$ cat src/rtl/wdt_pkg.sv
package wdt_pkg;
    localparam int DATA_W = 16;
    localparam int BE_W   = DATA_W / 8;
    localparam int ADDR_W = 8;

    // Register offsets are software-visible and therefore fixed.
    localparam logic [ADDR_W-1:0] OFS_CAUSE = 8'h6E;
    localparam logic [ADDR_W-1:0] OFS_COUNT = 8'h70;
    localparam logic [ADDR_W-1:0] OFS_CTRL  = 8'h72;

    // Control bit positions
    localparam int CTRL_RUN   = 0;
    localparam int CTRL_EARLY = 2;
    localparam int CTRL_RST   = 7;

    // Value of the cause register once the early warning has fired
    localparam logic [7:0] CAUSE_WDT = 8'h06;

    typedef enum logic [1:0] {
        SEL_NONE,
        SEL_CAUSE,
        SEL_COUNT,
        SEL_CTRL
    } reg_sel_e;

    function automatic reg_sel_e decode_addr(input logic [ADDR_W-1:0] a);
        reg_sel_e s;
        case (a)
            OFS_CAUSE: s = SEL_CAUSE;
            OFS_COUNT: s = SEL_COUNT;
            OFS_CTRL:  s = SEL_CTRL;
            default:   s = SEL_NONE;
        endcase
        return s;
    endfunction
endpackage

$ cat src/rtl/wdt_regs.sv
module wdt_regs
    import wdt_pkg::*;
(
    input  logic              clk,
    input  logic              rst_n,
    input  logic              bus_req,
    input  logic              bus_we,
    input  logic [ADDR_W-1:0] bus_addr,
    input  logic [BE_W-1:0]   bus_be,
    input  logic [DATA_W-1:0] bus_wdata,
    output logic [DATA_W-1:0] bus_rdata,
    input  logic              expire,
    input  logic [DATA_W-1:0] count_q,
    input  logic [7:0]        cause_q,
    output logic [7:0]        ctrl_q,
    output logic              load,
    output logic [DATA_W-1:0] load_val
);
    typedef struct packed {
        logic [7:0] ctrl;
    } regs_st_t;

    regs_st_t st_d, st_q;
    reg_sel_e sel;
    logic     wr_ctrl;

    assign sel     = decode_addr(bus_addr);
    assign load    = bus_req & bus_we & (sel == SEL_COUNT) & (|bus_be);
    assign wr_ctrl = bus_req & bus_we & (sel == SEL_CTRL) & bus_be[0];

    // Merge enabled byte lanes with the live count
    for (genvar b = 0; b < BE_W; b++) begin : g_lane
        assign load_val[b*8 +: 8] = bus_be[b] ? bus_wdata[b*8 +: 8] : count_q[b*8 +: 8];
    end

    always_comb begin
        st_d = st_q;
        if (wr_ctrl) begin
            st_d.ctrl = bus_wdata[7:0];
        end
        // Expiry wins over a write in the same cycle
        if (expire) begin
            st_d.ctrl[CTRL_RUN] = 1'b0;
        end
    end

    always_ff @(posedge clk or negedge rst_n) begin
        if (!rst_n) begin
            st_q <= '0;
        end else begin
            st_q <= st_d;
        end
    end

    assign ctrl_q = st_q.ctrl;

    always_comb begin
        case (sel)
            SEL_CAUSE: bus_rdata = {{(DATA_W-8){1'b0}}, cause_q};
            SEL_COUNT: bus_rdata = count_q;
            SEL_CTRL:  bus_rdata = {{(DATA_W-8){1'b0}}, st_q.ctrl};
            default:   bus_rdata = '0;
        endcase
    end
endmodule

$ cat src/rtl/wdt_prescaler.sv
module wdt_prescaler #(
    parameter int DIV = 6_400_000
) (
    input  logic clk,
    input  logic rst_n,
    input  logic run,
    input  logic restart,
    output logic tick
);
    localparam int PW = (DIV > 1) ? $clog2(DIV) : 1;
    localparam logic [PW-1:0] LAST = PW'(DIV - 1);

    typedef struct packed {
        logic [PW-1:0] cnt;
    } pre_st_t;

    pre_st_t st_d, st_q;

    assign tick = run & (st_q.cnt == LAST);

    always_comb begin
        st_d = st_q;
        if (!run || restart || tick) begin
            st_d.cnt = '0;
        end else begin
            st_d.cnt = st_q.cnt + 1'b1;
        end
    end

    always_ff @(posedge clk or negedge rst_n) begin
        if (!rst_n) begin
            st_q <= '0;
        end else begin
            st_q <= st_d;
        end
    end
endmodule

$ cat src/rtl/wdt_core.sv
module wdt_core #(
    parameter int CNT_W      = 16,
    parameter int LEAD_TICKS = 70,
    parameter int RST_CYCLES = 32
) (
    input  logic             clk,
    input  logic             rst_n,
    input  logic             tick,
    input  logic             run,
    input  logic             early_en,
    input  logic             reset_en,
    input  logic             load,
    input  logic [CNT_W-1:0] load_val,
    output logic [CNT_W-1:0] count_q,
    output logic [7:0]       cause_q,
    output logic             expire,
    output logic             nmi_req,
    output logic             rst_req
);
    import wdt_pkg::CAUSE_WDT;

    localparam int RW = $clog2(RST_CYCLES + 1);
    localparam logic [CNT_W-1:0] ONE      = CNT_W'(1);
    localparam logic [CNT_W-1:0] LEAD_CNT = CNT_W'(LEAD_TICKS);
    localparam logic [RW-1:0]    PULSE    = RW'(RST_CYCLES);

    typedef struct packed {
        logic [CNT_W-1:0] count;
        logic [7:0]       cause;
        logic [RW-1:0]    rst_cnt;
    } core_st_t;

    core_st_t st_d, st_q;

    always_comb begin
        st_d   = st_q;
        expire = 1'b0;
        if (st_q.rst_cnt != '0) begin
            st_d.rst_cnt = st_q.rst_cnt - 1'b1;
        end
        if (load) begin
            st_d.count = load_val;
            if (run) begin
                st_d.cause = '0;
            end
        end else if (tick) begin
            if (st_q.count <= ONE) begin
                st_d.count = '0;
                expire     = 1'b1;
                if (reset_en) begin
                    st_d.rst_cnt = PULSE;
                end
            end else begin
                st_d.count = st_q.count - 1'b1;
            end
            if (early_en && (st_d.count <= LEAD_CNT)) begin
                st_d.cause = CAUSE_WDT;
            end
        end
    end

    always_ff @(posedge clk or negedge rst_n) begin
        if (!rst_n) begin
            st_q.count   <= '1;
            st_q.cause   <= '0;
            st_q.rst_cnt <= '0;
        end else begin
            st_q <= st_d;
        end
    end

    assign count_q = st_q.count;
    assign cause_q = st_q.cause;
    assign nmi_req = |st_q.cause;
    assign rst_req = (st_q.rst_cnt != '0);
endmodule

$ cat src/rtl/wdt_top.sv
module wdt_top #(
    parameter int CLK_PER_TICK = 6_400_000,
    parameter int TICK_MS      = 128,
    parameter int LEAD_MS      = 9000,
    parameter int RST_CYCLES   = 32
) (
    input  logic        clk,
    input  logic        rst_n,
    input  logic        bus_req,
    input  logic        bus_we,
    input  logic [7:0]  bus_addr,
    input  logic [1:0]  bus_be,
    input  logic [15:0] bus_wdata,
    output logic [15:0] bus_rdata,
    output logic        nmi_req,
    output logic        rst_req
);
    import wdt_pkg::*;

    localparam int LEAD_TICKS = LEAD_MS / TICK_MS;

    logic [7:0]        ctrl_q;
    logic [7:0]        cause_q;
    logic [DATA_W-1:0] count_q;
    logic [DATA_W-1:0] load_val;
    logic              load;
    logic              tick;
    logic              expire;
    logic              ctrl_run;

    assign ctrl_run = ctrl_q[CTRL_RUN];

    wdt_regs u_regs (
        .clk       (clk),
        .rst_n     (rst_n),
        .bus_req   (bus_req),
        .bus_we    (bus_we),
        .bus_addr  (bus_addr),
        .bus_be    (bus_be),
        .bus_wdata (bus_wdata),
        .bus_rdata (bus_rdata),
        .expire    (expire),
        .count_q   (count_q),
        .cause_q   (cause_q),
        .ctrl_q    (ctrl_q),
        .load      (load),
        .load_val  (load_val)
    );

    wdt_prescaler #(.DIV(CLK_PER_TICK)) u_pre (
        .clk     (clk),
        .rst_n   (rst_n),
        .run     (ctrl_run),
        .restart (load),
        .tick    (tick)
    );

    wdt_core #(
        .CNT_W      (DATA_W),
        .LEAD_TICKS (LEAD_TICKS),
        .RST_CYCLES (RST_CYCLES)
    ) u_core (
        .clk      (clk),
        .rst_n    (rst_n),
        .tick     (tick),
        .run      (ctrl_run),
        .early_en (ctrl_q[CTRL_EARLY]),
        .reset_en (ctrl_q[CTRL_RST]),
        .load     (load),
        .load_val (load_val),
        .count_q  (count_q),
        .cause_q  (cause_q),
        .expire   (expire),
        .nmi_req  (nmi_req),
        .rst_req  (rst_req)
    );
endmodule

$ cat config.mk
export PLATFORM = sky130hd
export DESIGN_NAME = wdt_top
export DESIGN_NICKNAME = d
export VERILOG_FILES = /design/src/rtl/wdt_pkg.sv /design/src/rtl/wdt_regs.sv /design/src/rtl/wdt_prescaler.sv /design/src/rtl/wdt_core.sv /design/src/rtl/wdt_top.sv
export SDC_FILE = /design/constraint.sdc
export NUM_CORES = 1
export LEC_CHECK = 0
export CORE_MARGIN = 5
export CORE_UTILIZATION = 50
export CTS_BUF_LIST = sky130_fd_sc_hd__clkbuf_16
export DETAILED_ROUTE_END_ITERATION = 6
export DONT_BUFFER_PORTS = 1
export MAX_ROUTING_LAYER = met4
export PLACE_DENSITY = 0.66
export SYNTH_ARGS = -nofsm -noshare
export SYNTH_HDL_FRONTEND = slang
export SYNTH_SLANG_ARGS = --single-unit
$ cat constraint.sdc
create_clock -name clk -period 8 [get_ports clk]
set_clock_uncertainty 0.15 [all_clocks]
set_input_delay 1.6 -clock clk [delete_from_list [all_inputs] [get_ports clk]]
set_output_delay 1.6 -clock clk [all_outputs]
set_load 0.01 [all_outputs]
==> out/metrics.yaml, run 1 <==
status:
  result_of_the_run: "finished clean"
clock_network:
  post_cts_buffers: 0
  cts_num_sinks: 54
  worstSkewPairLatency_ns: 0.30
  post_cts_resized: 0
  maximum_buffer_depth_of_the_clock_tree: 2
  numCtsBuffers: 5
  cts.hold.buffers_added: 0
  root_buffer: "sky130_fd_sc_hd__clkbuf_16"
  clock_h_tree_levels: 2
  clock_tree_from_tritoncts: "done"
  clk_transition_reported_paths_ns: 0.07
final_layout:
  fin_cells: 456
  synthToLayoutAreaGrowth_pct: 5.55
  num-fill-cells: 636
  multi_input_comb_area_um2: 1980
  post_route_cells_drive_above_1_share: 0.114
  final_net_count: 409
  design_area_um2: 3660
  regArea_um2: 1370
  insertedDiodeCount: 0
  final_util: 0.542
global_route:
  pin_count_of_the_biggest_net_entering_global_routing: 55
  globalRouteTotalUtil: 0.216
  grt-ovfl-total: 0
  first_global_vias: 2829
  antenna_found_initial: 0
  grt_pass1_wl_um: 14400
sta:
  hold_violations: 0
  min_period_ns: 5.40
  drv_slew: 0
  timing_worst_slew_pin_value_ns: 1.10
  timing.final.crit_share: 0.675
  rsz_0062_raised_after_global_routing: "false"
  final.setup.tns_ns: 0
  achievable-frequency_ghz: 0.185
  slew_headroom: 0.262
  report.final.setup_viol: 0
placement:
  dp_hpwl_um: 6230
  numPlacedInstances: 448
  routabilityCongestion: 0.946
  placed_cell_area_um2: 3500
  io_buffers: 0
logic_synthesis:
  avgSynthCellArea_um2: 8.99
  postSynth.asyncResetShare: 1.00
  synth-adder-area-share: 0.0144
  number_of_synthesis_warnings: 0
  ys_ff_latch: 54
  yosys.area_share.xor_xnor: 0.0681
  compound_gate_fraction_of_synth_area: 0.129
  synthMuxAreaShare: 0.0458
  synth_seq_area_share: 0.395
  combinational_family_with_the_most_area_after_synthesis: "simple AND/OR/NAND/NOR gates"
  synthesis.nets: 420
  post_synth_inst_count: 386
  synth_edf_count: 0
  synth_simple_gate_area_frac: 0.312
  netlist-cell-type-count: 64
  synthesis.area_um2: 3470
  ys.flop_type: "sky130_fd_sc_hd__dfrtp_1"
detailed_routing:
  detail_route.first_pass.iterations: 7
  wl_met1_um: 4180
  ant_nets: 0
  routed-wl-met3_um: 718
  route.detailed.wl_per_inst_um: 19.3
  wirelength_um: 8800
  post-route-drc-count: 0
  drt_iter0_drc: 296
  topRoutingLayerUsed: "met4"
  via_per_inst: 6.53
  met2RoutedLength_um: 3750
  route.vias.total: 2977
critical_path:
  critical_path.top_delay_family: "simple AND/OR/NAND/NOR gates"
  logic_depth_of_the_worst_path_buffers_included: 4
  crit_slowest_cell: "sky130_fd_sc_hd__nor4bb_1"
  crit_path_max_incr_delay_ns: 0.89
  worst_ep_arrival_time_ns: 3.65
  path_cells: "nor4bb_1 > nand2_1 > nor2_1 > and2_1"
  timing.reg2reg.worst_path_depth: 5
  sort_of_element_at_the_end_of_the_critical_path: "primary output"
  cp.required_ns: 6.25
  crit_path_start_kind: "input pin"
  critPathBufInv: 0
  setup.worst_path.class: "input pin to primary output"
  critical_path.max_fanout: 10
min_path:
  timing.hold.worst_path_depth: 1
  hold_path_class: "flop to flop"
floorplanning:
  floorplan.initialDensity: 0.514
  core_area_um2: 6760
  top_level_ports: 48
  die_width_um: 93.3
  die_h_um: 93.3
  core.rowCount: 30
  die_area_um2: 8710
pwr:
  post-layout-total-power_uw: 544
  vdd.ir_drop.worst_uv: 97.9
  total_leakage_power_nw: 1.46
  power.density_cell_area_nw_per_um2: 149
job:
  maxCapViolCount: 0
==> stage by stage <==
stage | hold slack [ns] | setup slack [ns]
2_1_floorplan | 0.298 | 3.54
3_3_place_gp | 0.329 | 2.75
3_5_place_dp | 0.340 | 2.62
4_1_cts | 0.350 | 2.62
5_1_grt | 0.388 | 2.31
6_report | 0.337 | 2.60
==> cell usage in the layout, fill, tap and decap left out, types with 3 or more instances in the layout <==
master,synthesis,layout
sky130_fd_sc_hd__a21oi_1,10,10
sky130_fd_sc_hd__a22oi_1,3,3
sky130_fd_sc_hd__a31oi_1,5,5
sky130_fd_sc_hd__a32oi_1,3,3
sky130_fd_sc_hd__and2_1,12,12
sky130_fd_sc_hd__and3_1,13,13
sky130_fd_sc_hd__and4_1,7,7
sky130_fd_sc_hd__clkbuf_16,0,5
sky130_fd_sc_hd__dfrtp_1,38,38
sky130_fd_sc_hd__dfstp_2,16,16
sky130_fd_sc_hd__ha_1,4,4
sky130_fd_sc_hd__inv_1,11,11
sky130_fd_sc_hd__mux2_2,7,7
sky130_fd_sc_hd__mux2i_1,8,8
sky130_fd_sc_hd__nand2_1,30,30
sky130_fd_sc_hd__nand2b_1,3,3
sky130_fd_sc_hd__nand3_1,16,16
sky130_fd_sc_hd__nand3b_1,3,3
sky130_fd_sc_hd__nand4_1,13,13
sky130_fd_sc_hd__nor2_1,48,48
sky130_fd_sc_hd__nor2b_1,4,4
sky130_fd_sc_hd__nor3_1,12,12
sky130_fd_sc_hd__nor4_1,7,7
sky130_fd_sc_hd__o211ai_1,8,8
sky130_fd_sc_hd__o21ai_0,7,7
sky130_fd_sc_hd__o31a_1,3,3
sky130_fd_sc_hd__or3_1,5,5
sky130_fd_sc_hd__or4_1,4,4
sky130_fd_sc_hd__xnor2_1,11,11
sky130_fd_sc_hd__xor2_1,16,16
==> synth_stat cells, types with 2 or more instances <==
| cell type | number | area share |
|---|---|---|
| sky130_fd_sc_hd__nor2_1 | 48 | 0.052 |
| sky130_fd_sc_hd__dfrtp_1 | 38 | 0.27 |
| sky130_fd_sc_hd__nand2_1 | 30 | 0.032 |
| sky130_fd_sc_hd__dfstp_2 | 16 | 0.12 |
| sky130_fd_sc_hd__nand3_1 | 16 | 0.023 |
| sky130_fd_sc_hd__xor2_1 | 16 | 0.040 |
| sky130_fd_sc_hd__and3_1 | 13 | 0.023 |
| sky130_fd_sc_hd__clkbuf_1 | 13 | 0.014 |
| sky130_fd_sc_hd__nand4_1 | 13 | 0.023 |
| sky130_fd_sc_hd__and2_1 | 12 | 0.022 |
| sky130_fd_sc_hd__nor3_1 | 12 | 0.017 |
| sky130_fd_sc_hd__inv_1 | 11 | 0.012 |
| sky130_fd_sc_hd__xnor2_1 | 11 | 0.028 |
| sky130_fd_sc_hd__a21oi_1 | 10 | 0.014 |
| sky130_fd_sc_hd__mux2i_1 | 8 | 0.023 |
| sky130_fd_sc_hd__o211ai_1 | 8 | 0.017 |
| sky130_fd_sc_hd__and4_1 | 7 | 0.018 |
| sky130_fd_sc_hd__mux2_2 | 7 | 0.023 |
| sky130_fd_sc_hd__nor4_1 | 7 | 0.013 |
| sky130_fd_sc_hd__o21ai_0 | 7 | 0.010 |
| sky130_fd_sc_hd__a31oi_1 | 5 | 0.0090 |
| sky130_fd_sc_hd__or3_1 | 5 | 0.0090 |
| sky130_fd_sc_hd__ha_1 | 4 | 0.014 |
| sky130_fd_sc_hd__nor2b_1 | 4 | 0.0072 |
| sky130_fd_sc_hd__or4_1 | 4 | 0.0087 |
| sky130_fd_sc_hd__a22oi_1 | 3 | 0.0065 |
| sky130_fd_sc_hd__a32oi_1 | 3 | 0.0076 |
| sky130_fd_sc_hd__buf_2 | 3 | 0.0043 |
| sky130_fd_sc_hd__nand2b_1 | 3 | 0.0054 |
| sky130_fd_sc_hd__nand3b_1 | 3 | 0.0065 |
| sky130_fd_sc_hd__o31a_1 | 3 | 0.0076 |
| sky130_fd_sc_hd__a211o_1 | 2 | 0.0050 |
| sky130_fd_sc_hd__a2bb2oi_1 | 2 | 0.0050 |
| sky130_fd_sc_hd__and3b_1 | 2 | 0.0050 |
| sky130_fd_sc_hd__buf_4 | 2 | 0.0043 |
| sky130_fd_sc_hd__nor3b_1 | 2 | 0.0043 |
| sky130_fd_sc_hd__nor4bb_1 | 2 | 0.0058 |
| sky130_fd_sc_hd__o22ai_1 | 2 | 0.0036 |
| sky130_fd_sc_hd__o311ai_0 | 2 | 0.0050 |
| sky130_fd_sc_hd__o31ai_1 | 2 | 0.0043 |
| sky130_fd_sc_hd__or3b_2 | 2 | 0.0050 |
==> where the power goes <==
group / leakage [nW] / switching (mW) / internal [mW]
registers: 0.682 / 0.00296 / 0.276
logic: 0.695 / 0.00734 / 0.00634
clock network: 0.0818 / 0.104 / 0.148
total: 1.46 / 0.114 / 0.430
==> metal layers <==
metal,up-vias,global-route usage
met1,1406,0.319
met5,-,-
met2,158,0.298
li1,1393,-
met4,0,0.0672
met3,20,0.0410
==> worst reg2reg max path: cells and delay by family (launching register included) <==
kind,cells,cell delay (ns)
simple gates,4,2.01
flops,1,0.43
compound gates,1,0.33
==> final timing paths <==
path                                 from                 end  slack (ns)
setup / recovery              bus_addr[6]       bus_rdata[11]        2.60
hold / removal              u_pre.st_q[0]       u_pre.st_q[0]        0.34
hold reg to reg             u_pre.st_q[0]       u_pre.st_q[0]        0.34
setup reg to reg           u_pre.st_q[11]  u_core.count_q[10]        5.00
min in group asynchronous           rst_n    u_regs.ctrl_q[7]        0.84
max in group asynchronous           rst_n   u_core.count_q[2]        6.66
==> cell families after synthesis <==
group	after synthesis
simple gates	195
compound gates	61
flops	54
buf+inv	30
xor+xnor	27
mux	15
fa+ha+maj	4
==> sequential cells by signal, indices dropped and copies added, names as in the netlist <==
signal and cells:
u_pre.st_q 23, u_core.count_q 16, u_regs.ctrl_q 8, u_core.st_q 6
u_core.cause_q 1
==> final cells by class <==
cell class,instances,area share
clock buffer,5,0.0342
inverter,11,0.0113
timing repair buffer,1,0.00205
multi-input combinational,302,0.539
tap,80,0.0273
sequential,54,0.374
clock inverter,3,0.0116
(Power assumes the default switching activity.)
==> run 2, diff against run 1 <==
ABC_AREA = 1   (was not set)
PLACE_DENSITY = 0.69   (was 0.66)
clock period = 4.9 ns   (was 8 ns; I/O delays follow)
==> out/metrics.yaml, run 2 <==
clock_network:
  root_buffer: "sky130_fd_sc_hd__clkbuf_16"
  numCtsBuffers: 5  # unchanged
  post_cts_resized: 0  # unchanged
  clk_transition_reported_paths_ns: 0.07  # about the same
  cts_num_sinks: 54  # unchanged
  maximum_buffer_depth_of_the_clock_tree: 2  # unchanged
  cts.hold.buffers_added: 0  # unchanged
  worstSkewPairLatency_ns: 0.29  # about the same
  clock_tree_from_tritoncts: "done"
  post_cts_buffers: 0  # unchanged
  clock_h_tree_levels: 2  # unchanged
logic_synthesis:
  synthesis.nets: 533  # +27%
  synth_simple_gate_area_frac: 0.385  # +0.0728
  compound_gate_fraction_of_synth_area: 0.0853  # -0.0434
  synth_most_common_cell: "sky130_fd_sc_hd__nand2_1"
  synth-adder-area-share: 0.0139  # -0.000545
  synthesis.area_um2: 3610  # +3.9%
  synth_common_cells: "sky130_fd_sc_hd__nand2_1, sky130_fd_sc_hd__nor2_1, sky130_fd_sc_hd__inv_1"
  avgSynthCellArea_um2: 7.23  # -20%
  synth_edf_count: 0  # unchanged
  number_of_synthesis_warnings: 0  # unchanged
  ys.flop_type: "sky130_fd_sc_hd__dfrtp_1"
  post_synth_inst_count: 499  # +29%
  combinational_family_with_the_most_area_after_synthesis: "simple AND/OR/NAND/NOR gates"
  synth_seq_area_share: 0.380  # -0.0149
  synth_area_leaders: "sky130_fd_sc_hd__dfrtp_1, sky130_fd_sc_hd__dfstp_2, sky130_fd_sc_hd__nand2_1"
  ys_ff_latch: 54  # unchanged
  area_share_of_the_leading_cell_type_in_the_synthesized_netlist: 0.264  # -0.0104
  yosys.area_share.xor_xnor: 0.0413  # -0.0269
  yosysTopAreaCell: "sky130_fd_sc_hd__dfrtp_1"
  postSynth.asyncResetShare: 1.00  # unchanged
  synthMuxAreaShare: 0.00555  # -0.0402
  netlist-cell-type-count: 42  # -34%
detailed_routing:
  route.vias.total: 3152  # +5.9%
  detail_route.first_pass.iterations: 5  # -2
  ant_nets: 0  # unchanged
  post-route-drc-count: 0  # unchanged
  drt_iter0_drc: 138  # -53%
  via_per_inst: 5.26  # -19%
  wirelength_um: 8670  # -1.4%
  route.detailed.wl_per_inst_um: 14.5  # -25%
floorplanning:
  top_level_ports: 48  # unchanged
  die_width_um: 94.9  # +1.7%
  floorplan.initialDensity: 0.505  # -0.00827
  core.rowCount: 31  # +3.3%
  die_h_um: 94.9  # +1.7%
  core_area_um2: 7140  # +5.6%
  die_area_um2: 9010  # +3.5%
pwr:
  clkPwrFrac: 0.418  # -0.044
  total_leakage_power_nw: 1.70  # +17%
  p_sw_frac: 0.216  # +0.00700
  power.density_cell_area_nw_per_um2: 216  # +45%
  comb_power_share: 0.032  # +0.007
  vdd.ir_drop.worst_uv: 163  # +66%
  power.switching_uw: 179  # +57%
  power.internal_uw: 647  # +50%
  seqPwrFrac: 0.550  # +0.038
sta:
  final.setup.tns_ns: 0  # unchanged
  min_period_ns: 3.11
  timing.final.crit_share: 0.635
  hold_violations: 0  # unchanged
  slew_headroom: 0.678  # +0.416
  achievable-frequency_ghz: 0.321
  drv_slew: 0  # unchanged
  timing_worst_slew_pin_value_ns: 0.483  # -0.619 ns
  report.final.setup_viol: 0  # unchanged
  rsz_0062_raised_after_global_routing: "false"
placement:
  numPlacedInstances: 591  # +32%
  dp_hpwl_um: 6630  # +6.5%
  routabilityCongestion: 0.904  # -4.5%
  io_buffers: 0  # unchanged
critical_path:
  cp.required_ns: 3.77  # -2.48 ns
  setup.worst_path.class: "input pin to primary output"
  worst_ep_arrival_time_ns: 1.98  # -1.67 ns
  crit_path_start_kind: "input pin"
  critical_path.max_fanout: 6  # -4
  sort_of_element_at_the_end_of_the_critical_path: "primary output"
global_route:
  grt_pass1_wl_um: 14700  # +1.7%
  pin_count_of_the_biggest_net_entering_global_routing: 55  # unchanged
  grt-ovfl-total: 0  # unchanged
  first_global_vias: 3083  # +9.0%
  globalRouteTotalUtil: 0.213  # -0.00337
  antenna_found_initial: 0  # unchanged
final_layout:
  largest_register: "u_pre.st_q"
  post_route_cells_drive_above_1_share: 0.100  # -0.0144
  most-common-layout-cells: "sky130_fd_sc_hd__nand2_1, sky130_fd_sc_hd__nor2_1, sky130_fd_sc_hd__inv_1"
  final_common_cell: "sky130_fd_sc_hd__nand2_1"
  fin_cells: 599  # +31%
  insertedDiodeCount: 0  # unchanged
  final_net_count: 533  # +30%
  flip_flop_count_of_the_largest_register_after_layout: 23  # unchanged
  synthToLayoutAreaGrowth_pct: 6.24
status:
  result_of_the_run: "finished clean"
min_path:
  hold_path_class: "input pin to asynchronous set/reset pin"
job:
  maxCapViolCount: 0  # unchanged
-- run 2: cell types whose count changed in the layout (fill, tap and decap cells not counted), sizes merged, moves of 9 or more --
cell | previous run | this run
o211ai | 8 | 17
nor2 | 48 | 91
nand2 | 30 | 112
and2 | 13 | 1
and3 | 13 | 1
inv | 12 | 74
nand3 | 17 | 59
-- run 2: cells by family after synthesis --
logic type,count (synthesis)
simple gates,296
fa+ha+maj,4
xor+xnor,17
mux,2
flops,54
buf+inv,81
compound gates,45
-- run 2: per-layer routing --
metal  vias up  GRT usage  part of all wire  wire length, µm
li1       1615          -                 -                -
met1      1469      0.263              0.45             3880
met2        55      0.353              0.49             4290
met3        13     0.0319             0.035              304
met4         0     0.0769             0.022              193
met5         -          -                 0                0
-- run 2: power groups by stage --
stage	clock network, mW	registers (mW)	logic, mW
2_1_floorplan	0	0.461	0.0234
3_5_place_dp	0	0.463	0.0260
6_report	0.345	0.455	0.0260
3_3_place_gp	0	0.463	0.0253
4_1_cts	0.358	0.454	0.0261
5_1_grt	0.377	0.455	0.0301
-- run 2: layout make-up --
type / instances / area (µm²)
fillers: 721 / 3300
multi-input cells: 364 / 1920
flip-flops and latches: 54 / 1370
clock buffers: 5 / 125
clock inverters: 3 / 16.3
inverters: 74 / 280
well taps: 99 / 124
-- run 2: path summary, 6_finish.rpt --
kind | start | endpoint | slack [ns] | cells after the start
max in group asynchronous | rst_n | u_core.count_q[8] | 4.18 | 0
worst min register to register | u_regs.ctrl_q[1] | u_regs.ctrl_q[1] | 0.36 | 2
worst min-delay path | rst_n | u_regs.ctrl_q[4] | 0.23 | 0
min in group clk | u_regs.ctrl_q[1] | u_regs.ctrl_q[1] | 0.36 | 2
worst max-delay path | bus_addr[3] | bus_rdata[7] | 1.79 | 5
worst max register to register | u_core.count_q[0] | u_core.count_q[11] | 2.53 | 9
-- run 2: through the flow --
| step | instance area [µm²] | hold slack (ns) | util | worst slack (ns) | total power [mW] |
|---|---|---|---|---|---|
| global placement | 3690 | 0.336 | 0.517 | 1.85 | 0.488 |
| finish | 3830 | 0.225 | 0.537 | 1.79 | 0.826 |
| CTS | 3830 | 0.220 | 0.537 | 1.81 | 0.838 |
| floorplan | 3610 | 0.304 | - | 1.95 | 0.485 |
| detailed placement | 3690 | 0.342 | 0.517 | 1.81 | 0.489 |
| global route | 3830 | 0.213 | 0.537 | 1.71 | 0.862 |
-- run 2: worst max-delay path, cell delays in order --
cell and delay [ns]:
sky130_fd_sc_hd__nor2_2 0.15, sky130_fd_sc_hd__nand3_1 0.12, sky130_fd_sc_hd__nor2_1 0.10, sky130_fd_sc_hd__nand2_1 0.18, sky130_fd_sc_hd__o21ai_0 0.45
==> run 3, diff against run 2 <==
PLACE_DENSITY = 0.66   (was 0.69)
clock period = 2.9 ns   (was 4.9 ns; I/O delays follow)
==> out/metrics.yaml, run 3 (synthesized netlist as in run 2, its figures left out) <==
sta:
  timing_worst_slew_pin_value_ns: 0.488  # +0.00513 ns
  drv_slew: 0  # unchanged
  slew_headroom: 0.674  # -0.00343
  layout_setup_ws_ns: 0.577  # -1.21 ns
  rsz_0062_raised_after_global_routing: "false"
  holdWs_ns: 0.253  # +0.0276 ns
  final.setup.tns_ns: 0  # unchanged
  achievable-frequency_ghz: 0.430
  report.final.setup_viol: 0  # unchanged
  min_period_ns: 2.32
  hold_violations: 0  # unchanged
  timing.final.crit_share: 0.801
floorplanning:
  core_area_um2: 7140  # unchanged
  die_width_um: 94.9  # unchanged
  floorplan.initialDensity: 0.505  # unchanged
  core.rowCount: 31  # unchanged
  die_h_um: 94.9  # unchanged
  top_level_ports: 48  # unchanged
  die_area_um2: 9010  # unchanged
global_route:
  antenna_found_initial: 0  # unchanged
  grt-ovfl-total: 0  # unchanged
  grtUsageMet1: 0.250  # -0.0127
  globalRouteMet3Util: 0.0359  # +0.00398
  first_global_vias: 3115  # +1.0%
  grt_pass1_wl_um: 14600  # -0.28%
  globalRouteMet2Util: 0.355  # +0.00235
  top_usage_layer: "met2"
  pin_count_of_the_biggest_net_entering_global_routing: 55  # unchanged
  globalRouteTotalUtil: 0.210  # -0.00260
final_layout:
  synthToLayoutAreaGrowth_pct: 7.32
  flip_flop_count_of_the_largest_register_after_layout: 23  # unchanged
  multi_input_comb_area_um2: 1920  # unchanged
  final_common_cell: "sky130_fd_sc_hd__nand2_1"
  post_route_cells_drive_above_1_share: 0.102  # +0.00159
  final_util: 0.542  # +0.00543
  regArea_um2: 1370  # unchanged
  most-common-layout-cells: "sky130_fd_sc_hd__nand2_1, sky130_fd_sc_hd__nor2_1, sky130_fd_sc_hd__inv_1"
  insertedDiodeCount: 0  # unchanged
  num-fill-cells: 750  # +4.0%
  largest_register: "u_pre.st_q"
  final_net_count: 535  # +0.38%
critical_path:
  worstReg2RegStart: "u_core.count_q[0]"
  setup.worst_path.class: "flop to flop"
  critical_path.max_fanout: 7  # +1
  timing.reg2reg.setup_slack_ns: 0.58  # -1.95 ns
  cp.required_ns: 2.98  # -0.79 ns
  timing.reg2reg.worst_path_depth: 9  # unchanged
  crit_path_start_kind: "flop"
  reg_to_reg_endpoint: "u_core.count_q[11]"
  worstSetupEndpoint: "u_core.count_q[11]"
  critPathLaunch: "u_core.count_q[0]"
  worst_ep_arrival_time_ns: 2.40  # +0.42 ns
  sort_of_element_at_the_end_of_the_critical_path: "flop"
pwr:
  power.density_cell_area_nw_per_um2: 365  # +69%
  total_leakage_power_nw: 1.73  # +1.4%
  vdd.ir_drop.worst_uv: 240  # +47%
  post-layout-total-power_mw: 1.41  # +71%
clock_network:
  numCtsBuffers: 5  # unchanged
  clock_h_tree_levels: 2  # unchanged
  maximum_buffer_depth_of_the_clock_tree: 2  # unchanged
  root_buffer: "sky130_fd_sc_hd__clkbuf_16"
  post_cts_resized: 0  # unchanged
  clk_transition_reported_paths_ns: 0.07  # about the same
  worstSkewPairLatency_ns: 0.29  # about the same
  clock_tree_from_tritoncts: "done"
  cts_num_sinks: 54  # unchanged
detailed_routing:
  route.vias.total: 3138  # -0.44%
  drt_iter0_drc: 112  # -19%
  route.detailed.wl_per_inst_um: 14.1  # -2.5%
  ant_nets: 0  # unchanged
  post-route-drc-count: 0  # unchanged
  via_per_inst: 5.22  # -0.78%
  wirelength_um: 8480  # -2.1%
  detail_route.first_pass.iterations: 4  # -1
job:
  maxCapViolCount: 0  # unchanged
placement:
  routabilityCongestion: 0.935  # +3.5%
  dp_hpwl_um: 6500  # -2.0%
  preCtsSetupSlack_ns: 0.527  # -1.28 ns
  io_buffers: 0  # unchanged
status:
  result_of_the_run: "finished clean"
min_path:
  hold_path_class: "input pin to flop"
==> run 3: area by class of cell <==
cell class	count	area share
multi-input combinational	364	0.495
sequential	54	0.354
inverter	74	0.0724
clock buffer	5	0.0323
tap	99	0.0320
timing repair buffer	2	0.00970
clock inverter	3	0.00452
==> run 3: repair_timing <==
item	CTS	global route
setup endpoints to repair	0	0
endpoints found under the hold margin	54	0
hold buffers	2	0
buffers inserted	0	0
==> run 3: through the flow <==
stage               cell area (µm²)  cells
floorplan                      3610    499
global placement               3690    591
detailed placement             3690    591
CTS                            3870    601
global route                   3870    601
finish                         3870    601
==> run 3: layer usage <==
metal,up-vias,share of wire
met2,53,0.50
met4,0,0.023
met1,1452,0.44
met3,16,0.039
li1,1617,-
met5,-,0
==> run 3: worst min path at each step <==
stage / startpoint / to / slack, ns / cells past startpoint
final: bus_wdata[1] / u_regs.ctrl_q[1] / 0.25 / 2
after global routing: bus_wdata[1] / u_regs.ctrl_q[1] / 0.25 / 2
after CTS: bus_wdata[1] / u_regs.ctrl_q[1] / 0.25 / 2
after detailed placement: rst_n / u_regs.ctrl_q[4] / 0.14 / 0
after global placement: rst_n / u_regs.ctrl_q[6] / 0.14 / 0
after floorplan: rst_n / u_core.cause_q[2] / 0.13 / 0
==> run 3: worst max-delay path, cell delays in order (launching register included) <==
cell and delay [ns]:
sky130_fd_sc_hd__dfstp_2 0.56, sky130_fd_sc_hd__inv_1 0.10, sky130_fd_sc_hd__ha_1 0.27, sky130_fd_sc_hd__o21ai_0 0.17
sky130_fd_sc_hd__nor2_1 0.06, sky130_fd_sc_hd__nand2_1 0.24, sky130_fd_sc_hd__inv_1 0.10, sky130_fd_sc_hd__nor2_1 0.39
sky130_fd_sc_hd__nand3_1 0.14, sky130_fd_sc_hd__nand3_1 0.10
==> run 3: power breakdown <==
part / internal [mW] / leakage, nW / switching (mW)
combinational: 0.0205 / 0.981 / 0.0423
sequential: 0.762 / 0.671 / 0.00602
clock: 0.317 / 0.0750 / 0.264
